<file path="config.mk">
export PLATFORM = sky130hd
export DESIGN_NAME = bartlett_decim_filter
export DESIGN_NICKNAME = d
export VERILOG_FILES = /design/src/rtl/bdf_pkg.sv /design/src/rtl/bdf_boxcar.sv /design/src/rtl/bdf_decim.sv /design/src/rtl/bartlett_decim_filter.sv
export SDC_FILE = /design/constraint.sdc
export NUM_CORES = 2
export LEC_CHECK = 0
export BUFFER_PORTS_ARGS = -buffer_cell sky130_fd_sc_hd__buf_4
export CORE_MARGIN = 2
export CORE_UTILIZATION = 50
export DETAILED_ROUTE_END_ITERATION = 12
export HOLD_SLACK_MARGIN = 0.08
export MAX_ROUTING_LAYER = met4
export PLACE_DENSITY_LB_ADDON = 0.1
export SYNTH_ARGS = -nofsm -noshare
export SYNTH_HDL_FRONTEND = slang
export SYNTH_SLANG_ARGS = --single-unit
</file>
<file path="constraint.sdc">
create_clock -name clk -period 13.2 [get_ports clk]
set_clock_uncertainty 0.2 [all_clocks]
set_input_delay 0.66 -clock clk [delete_from_list [all_inputs] [get_ports clk]]
set_output_delay 0.66 -clock clk [all_outputs]
set_load 0.02 [all_outputs]
</file>
<file path="src/rtl/bdf_pkg.sv">
package bdf_pkg;
  localparam int unsigned TAPS_SEL_W = 3;
  localparam int unsigned DEC_SEL_W  = 5;

  typedef int unsigned uint_t;
  typedef logic [TAPS_SEL_W-1:0] taps_sel_t;
  typedef logic [DEC_SEL_W-1:0]  dec_sel_t;

  typedef struct packed {
    taps_sel_t taps_log2;
    dec_sel_t  dec_log2;
  } filt_cfg_t;

  // Limit a requested setting to its largest supported value
  function automatic uint_t clamp_sel(input uint_t v, input uint_t lim);
    return (v > lim) ? lim : v;
  endfunction
endpackage

</file>
<file path="src/rtl/bdf_boxcar.sv">
module bdf_boxcar #(
  parameter int unsigned W       = 16,
  parameter int unsigned MAX_LOG = 6,
  parameter int unsigned SEL_W   = 3
) (
  input  logic                clk,
  input  logic                rst_n,
  input  logic                flush,
  input  logic [SEL_W-1:0]    taps_log2,
  input  logic                in_v,
  input  logic signed [W-1:0] in_d,
  output logic                out_v,
  output logic signed [W-1:0] out_d
);
  localparam int unsigned DEPTH = 1 << MAX_LOG;
  localparam int unsigned AW    = MAX_LOG;
  localparam int unsigned SUM_W = W + MAX_LOG + 1;

  logic signed [W-1:0]     ring [DEPTH];
  logic [AW-1:0]           wp;
  logic [AW-1:0]           oldest_idx;
  logic signed [SUM_W-1:0] acc;
  logic signed [SUM_W-1:0] acc_nxt;

  // Entry written 2^B pushes ago; at the full depth it is the slot about to be reused
  assign oldest_idx = wp - AW'((AW+1)'(1) << taps_log2);
  assign acc_nxt    = acc + SUM_W'(in_d) - SUM_W'(ring[oldest_idx]);

  always_ff @(posedge clk) begin
    if (!rst_n || flush) begin
      for (int i = 0; i < int'(DEPTH); i++) ring[i] <= '0;
      wp    <= '0;
      acc   <= '0;
      out_v <= 1'b0;
      out_d <= '0;
    end else begin
      out_v <= in_v;
      if (in_v) begin
        ring[wp] <= in_d;
        wp       <= wp + 1'b1;
        acc      <= acc_nxt;
        out_d    <= W'(acc_nxt >>> taps_log2);
      end
    end
  end

  // A restart leaves an empty sum and nothing in flight
  p_flush_empty_r10: assert property (@(posedge clk) disable iff (!rst_n)
    flush |=> (acc == '0 && !out_v));

  // An idle clock leaves the running sum untouched
  p_idle_hold_r11: assert property (@(posedge clk) disable iff (!rst_n)
    (!in_v && !flush) |=> $stable(acc));
endmodule

</file>
<file path="src/rtl/bdf_decim.sv">
module bdf_decim #(
  parameter int unsigned W       = 16,
  parameter int unsigned MAX_LOG = 16,
  parameter int unsigned SEL_W   = 5
) (
  input  logic                clk,
  input  logic                rst_n,
  input  logic                flush,
  input  logic [SEL_W-1:0]    dec_log2,
  input  logic                in_v,
  input  logic signed [W-1:0] in_d,
  input  logic [2*W-1:0]      offset,
  output logic [2*W-1:0]      word_q,
  output logic                done
);
  localparam int unsigned OUT_W  = 2 * W;
  localparam int unsigned ACC_W  = W + MAX_LOG + 1;
  localparam int unsigned WIDE_W = OUT_W + 2;
  localparam int unsigned CNT_W  = MAX_LOG + 1;

  // Place the block sum so that its fractional bits sit just under bit W
  function automatic logic signed [WIDE_W-1:0] justify(
    input logic signed [ACC_W-1:0] s, input int unsigned d);
    logic signed [WIDE_W-1:0] w;
    w = WIDE_W'(s);
    return w <<< (W - d);
  endfunction

  // Clamp a wide signed value into the signed OUT_W range
  function automatic logic [OUT_W-1:0] clip(input logic signed [WIDE_W-1:0] v);
    logic [2:0] top;
    top = v[WIDE_W-1:OUT_W-1];
    if (top == 3'b000 || top == 3'b111) return v[OUT_W-1:0];
    else if (v[WIDE_W-1])               return {1'b1, {(OUT_W-1){1'b0}}};
    else                                return {1'b0, {(OUT_W-1){1'b1}}};
  endfunction

  logic [CNT_W-1:0]         cnt;
  logic [CNT_W-1:0]         last_idx;
  logic signed [ACC_W-1:0]  acc;
  logic signed [ACC_W-1:0]  acc_nxt;
  logic signed [WIDE_W-1:0] total;
  logic                     blk_end;

  assign last_idx = CNT_W'((1 << dec_log2) - 1);
  assign acc_nxt  = acc + ACC_W'(in_d);
  assign blk_end  = in_v && (cnt == last_idx);
  assign total    = justify(acc_nxt, int'(dec_log2)) + WIDE_W'($signed(offset));

  always_ff @(posedge clk) begin
    if (!rst_n) begin
      cnt    <= '0;
      acc    <= '0;
      done   <= 1'b0;
      word_q <= '0;
    end else if (flush) begin
      cnt  <= '0;
      acc  <= '0;
      done <= 1'b0;
    end else begin
      done <= blk_end;
      if (blk_end) begin
        word_q <= clip(total);
        acc    <= '0;
        cnt    <= '0;
      end else if (in_v) begin
        acc <= acc_nxt;
        cnt <= cnt + 1'b1;
      end
    end
  end

  // The position inside a block never passes the block length
  p_cnt_in_block_r4: assert property (@(posedge clk) disable iff (!rst_n)
    cnt <= last_idx);

  // Every finished output traces back to an accepted sample
  p_done_from_sample_r4: assert property (@(posedge clk) disable iff (!rst_n)
    done |-> $past(in_v));

  // A block length of one turns every sample into an output
  p_pass_each_r6: assert property (@(posedge clk) disable iff (!rst_n)
    (dec_log2 == '0 && in_v && !flush) |=> done);

  // Blocks of two or more samples cannot finish in consecutive clocks
  p_drdy_pulse_r9: assert property (@(posedge clk) disable iff (!rst_n)
    (done && dec_log2 != '0) |=> !done);

  // A restart abandons the partial block
  p_flush_restart_r10: assert property (@(posedge clk) disable iff (!rst_n)
    flush |=> (cnt == '0 && !done));
endmodule

</file>
<file path="src/rtl/bartlett_decim_filter.sv">
module bartlett_decim_filter
  import bdf_pkg::*;
#(
  parameter int unsigned SAMPLE_W     = 16,
  parameter int unsigned TAPS_LOG_MAX = 6,
  parameter int unsigned DEC_LOG_MAX  = 16
) (
  input  logic                  clk,
  input  logic                  rst_n,
  input  logic                  cfg_we,
  input  logic [TAPS_SEL_W-1:0] cfg_taps_log2,
  input  logic [DEC_SEL_W-1:0]  cfg_dec_log2,
  input  logic                  drdy_active_high,
  input  logic [SAMPLE_W-1:0]   offset_main,
  input  logic [SAMPLE_W-1:0]   offset_ext,
  input  logic                  in_valid,
  input  logic [SAMPLE_W-1:0]   in_sample,
  output logic [SAMPLE_W-1:0]   out_main,
  output logic [SAMPLE_W-1:0]   out_ext,
  output logic                  out_drdy
);
  localparam int unsigned N_STAGES = 2;
  localparam int unsigned OUT_W    = 2 * SAMPLE_W;

  filt_cfg_t                  cfg_q;
  logic                       stg_v [N_STAGES+1];
  logic signed [SAMPLE_W-1:0] stg_d [N_STAGES+1];
  logic [OUT_W-1:0]           word_q;
  logic                       dec_done;

  always_ff @(posedge clk) begin
    if (!rst_n) begin
      cfg_q <= '0;
    end else if (cfg_we) begin
      cfg_q.taps_log2 <= TAPS_SEL_W'(clamp_sel(uint_t'(cfg_taps_log2), TAPS_LOG_MAX));
      cfg_q.dec_log2  <= DEC_SEL_W'(clamp_sel(uint_t'(cfg_dec_log2), DEC_LOG_MAX));
    end
  end

  assign stg_v[0] = in_valid;
  assign stg_d[0] = in_sample;

  for (genvar s = 0; s < N_STAGES; s++) begin : g_avg
    bdf_boxcar #(
      .W       (SAMPLE_W),
      .MAX_LOG (TAPS_LOG_MAX),
      .SEL_W   (TAPS_SEL_W)
    ) u_avg (
      .clk       (clk),
      .rst_n     (rst_n),
      .flush     (cfg_we),
      .taps_log2 (cfg_q.taps_log2),
      .in_v      (stg_v[s]),
      .in_d      (stg_d[s]),
      .out_v     (stg_v[s+1]),
      .out_d     (stg_d[s+1])
    );
  end

  bdf_decim #(
    .W       (SAMPLE_W),
    .MAX_LOG (DEC_LOG_MAX),
    .SEL_W   (DEC_SEL_W)
  ) u_dec (
    .clk      (clk),
    .rst_n    (rst_n),
    .flush    (cfg_we),
    .dec_log2 (cfg_q.dec_log2),
    .in_v     (stg_v[N_STAGES]),
    .in_d     (stg_d[N_STAGES]),
    .offset   ({offset_main, offset_ext}),
    .word_q   (word_q),
    .done     (dec_done)
  );

  assign out_main = word_q[OUT_W-1:SAMPLE_W];
  assign out_ext  = word_q[SAMPLE_W-1:0];
  assign out_drdy = drdy_active_high ? dec_done : !dec_done;

  // Stored settings never exceed the supported maxima
  p_cfg_capped_r3: assert property (@(posedge clk) disable iff (!rst_n)
    (uint_t'(cfg_q.taps_log2) <= TAPS_LOG_MAX) && (uint_t'(cfg_q.dec_log2) <= DEC_LOG_MAX));
endmodule

</file>
==> impl_metrics.env <==
export IMPL_grt_pass1_wl_mm=481.0
export IMPL_synth_edf_count=2048
export IMPL_cts_clk_slew_worst_paths_ns=0.06
export IMPL_dp_cells=10499
export IMPL_final_min_clock_period_ns=9.387
export IMPL_grtUsageTotal_pct=29.69
export IMPL_start_util_pct=50.37
export IMPL_startpoint_type="flip-flop"
export IMPL_vias=71705
export IMPL_rsz0062_at_grt="false"
export IMPL_grt_max_degree=124
export IMPL_synthTopCellsByArea="edfxtp_1 56%, mux4_2 13%, nor3_1 9.4%, dfxtp_1 3.3%, clkbuf_1 3.1%"
export IMPL_finalHoldViolations=0
export IMPL_worstSkewPairLatency_ns=0.90
export IMPL_dpl_instance_area_um2=112600
export IMPL_die_w_um=472.0
export IMPL_fin_crit_sh_pct=71.11
export IMPL_coreArea_um2=217400
export IMPL_num_nets_final=8140
export IMPL_final_area_um2=120200
export IMPL_gr_usage_met2_pct=46.09
export IMPL_syn2layout_area_growth_pct=9.744
export IMPL_drt_iter0_drc=7901
export IMPL_drive_above_1_share_pct=18.76
export IMPL_grt_use_met1_pct=41.19
export IMPL_antenna_found_initial=11
export IMPL_yosys_register_bits=2231
export IMPL_ctsLongestPathBuffers=3
export IMPL_io_buffers=93
export IMPL_post_cts_buffers=0
export IMPL_stdcell_count=10955
export IMPL_crit_arrival_ns=9.97
export IMPL_die_h_um=472.0
export IMPL_synth_top_area_cell="edfxtp_1"
export IMPL_gp_congestion=0.8749
export IMPL_totalWireLength_mm=321.8
export IMPL_dieArea_um2=222700
export IMPL_netlist_instances=8269
export IMPL_report_final_setup_viol=0
export IMPL_synth_top_area_share_pct=56.17
export IMPL_cp_top_family="compound AO/OA/AOI/OAI gates"
export IMPL_clock_fmax_ghz=0.1065
export IMPL_synth_fp_nets=8511
export IMPL_ctsResizeCount=0
export IMPL_tightest_slew_ns=1.317
export IMPL_ys_types=96
export IMPL_fin_setup_tns_ns=0
export IMPL_clock_sinks=2231
export IMPL_critPathBufInv=4
export IMPL_slew_headroom_pct=11.96
export IMPL_cts_root_buf="clkbuf_16"
export IMPL_cap_violations=0
export IMPL_worstPathMaxFanout=93
export IMPL_routed_via_density=6.545
export IMPL_crit_path_top_delay_cell="fa_4"
export IMPL_yosysSeqAreaShare_pct=59.51
export IMPL_critPathCaptureType="flip-flop"
export IMPL_slowest_delay_ns=1.32
export IMPL_p_leak_nw=41.18
export IMPL_cts_htree_levels=4
export IMPL_power_density_nw_per_um2=160.3
export IMPL_critPathMostFrequentCell="a21oi_1"
export IMPL_worst_ir_drop_vdd_mv=0.1214
export IMPL_grt_pass1_vias=71096
export IMPL_timing_final_max_slew_violations=0
export IMPL_grt_overflow=0
export IMPL_route_detailed_drc=0
export IMPL_grt_busiest_layer="met2"
export IMPL_cp_required_ns=13.78
export IMPL_numCtsBuffers=231
export IMPL_dpl_hpwl_mm=188.6
export IMPL_utilization_pct=55.28
export IMPL_cts_hold_buffers_added=20
export IMPL_synth_area_um2=109500
export IMPL_ant_nets=0
export IMPL_yosys_warnings=0
export IMPL_ios=94
export IMPL_synth_top_flop_cell="edfxtp_1"
export IMPL_cp_cell_sequence="buf_4 > inv_2 > nand3_1 > fa_4 > buf_12 > mux4_2 > mux4_2 > nor2b_1 > a211oi_1 > a21oi_1 > fa_1 > inv_1 > ha_1 > nor4_1 > a32oi_1 > a31oi_1 > o21bai_1 > a21o_1 > xor2_1 > mux2i_1 > a21oi_1 > a21oi_1 > a21oi_1"
export IMPL_first_pass_iters=8
export IMPL_syn_area_per_cell_um2=13.24
export IMPL_run_status="completed"
export IMPL_met3_usage_pct=4.013
export IMPL_crit_type="reg2reg"
export IMPL_core_rowCount=171
export IMPL_async_flop_share_pct=0
export IMPL_hp_class="in2reg"
export IMPL_cts_tree="done"
export IMPL_wl_per_cell_um=29.38
## per-stage QoR
step	hold slack, ns	power (mW)	worst slack [ns]
3_5_place_dp	0.2730	12.98	3.844
5_1_grt	0.1447	20.02	3.348
3_3_place_gp	0.2594	12.94	3.830
2_1_floorplan	0.2491	11.56	5.653
4_1_cts	0.09054	19.35	3.860
6_report	0.1648	19.27	3.813
## per-layer routing
layer  routed length [um]  vias up
li1                     -    31274
met1               134200    37044
met2               154300     2890
met3                23150      497
met4                10110        0
met5                    0        -
## registers in the layout (all words and copies together) (netlist names)
name,count
g_avg.u_avg.acc,46
g_avg.u_avg.wp,12
u_dec.cnt,17
u_dec.done,1
g_avg.u_avg.out_v,2
cfg_q,8
u_dec.word_q,32
g_avg.u_avg.ring,2048
g_avg.u_avg.out_d,32
u_dec.acc,33
## worst min-delay path: stages
cell and delay (ns):
buf_4 0.13, ha_1 0.21, a21oi_1 0.08, a21oi_1 0.11
## synthesized netlist by cell type (all sizes together) (98+ instances only)
cell	count
clkbuf	911
o21ai	252
edfxtp	2048
mux2i	191
mux4	646
nor2	282
dfxtp	183
nand2	185
nor3	2051
a21oi	245
xnor2	98
ha	133
inv	220
## cells in the final DEF, fill, tap and decap left out, types with 41 or more instances in the layout
cell       synthesis  final
clkinv_2           0     42
clkbuf_1         911     58
nor2_1           282    281
xnor2_1           98     88
nor3_1          2050   2050
nor4_1            41     41
xor2_1            52     52
o21ai_1            6    104
mux2i_1          191    191
inv_1            215    185
a211oi_1          75     75
buf_4              1    356
nand2_1          185    174
nand3_1           48     42
clkbuf_16          0    233
a21oi_1          225    225
dfxtp_1          183    179
fa_1              48     46
mux4_2           646    646
o21ai_0          245    121
ha_1             133    131
nor2b_1           50     50
edfxtp_1        2048   2048
clkinv_1           2     51
## cells by family (layout without fill, tap and decap cells)
group / after synthesis / count (layout) / share of synthesized area [%]
mux: 856 / 856 / 15.23
simple gates: 2814 / 2814 / 12.71
buf+inv: 1215 / 1038 / 4.230
fa+ha+maj: 181 / 181 / 2.397
xor+xnor: 150 / 150 / 1.200
compound gates: 822 / 822 / 4.724
flops: 2231 / 2231 / 59.51
other cells: 0 / 9 / 0
## report_power, final
| group | switching (mW) | internal [mW] |
|---|---|---|
| combinational | 2.93 | 1.81 |
| clock | 2.86 | 3.54 |
| sequential | 0.109 | 8.02 |
## path summary, 6_finish.rpt
| path | startpoint | endpoint | slack, ns | depth (start not counted) |
|---|---|---|---|---|
| setup / recovery | cfg_q[6]$_SDFFE_PN0P_ | g_avg[0].u_avg.out_d[9]$_SDFFE_PP0P_ | 3.81 | 23 |
| hold / removal | in_sample[0] | g_avg[0].u_avg.out_d[0]$_SDFFE_PP0P_ | 0.16 | 4 |
| setup reg to reg | cfg_q[6]$_SDFFE_PN0P_ | g_avg[0].u_avg.out_d[9]$_SDFFE_PP0P_ | 3.81 | 23 |
| hold reg to reg | u_dec.acc[22]$_SDFFE_PP0P_ | u_dec.acc[22]$_SDFFE_PP0P_ | 0.28 | 2 |
## layout make-up
cell class | count | area (um2)
fill | 17845 | 97220
sequential | 2231 | 65170
multi-input combinational | 4823 | 40120
clock buffer | 295 | 6097
tap | 2854 | 3571
timing repair buffer | 389 | 3133
clock inverter | 132 | 1214
inverter | 222 | 833.3
antenna | 9 | 22.52
Power figures use the tool's default switching activity.
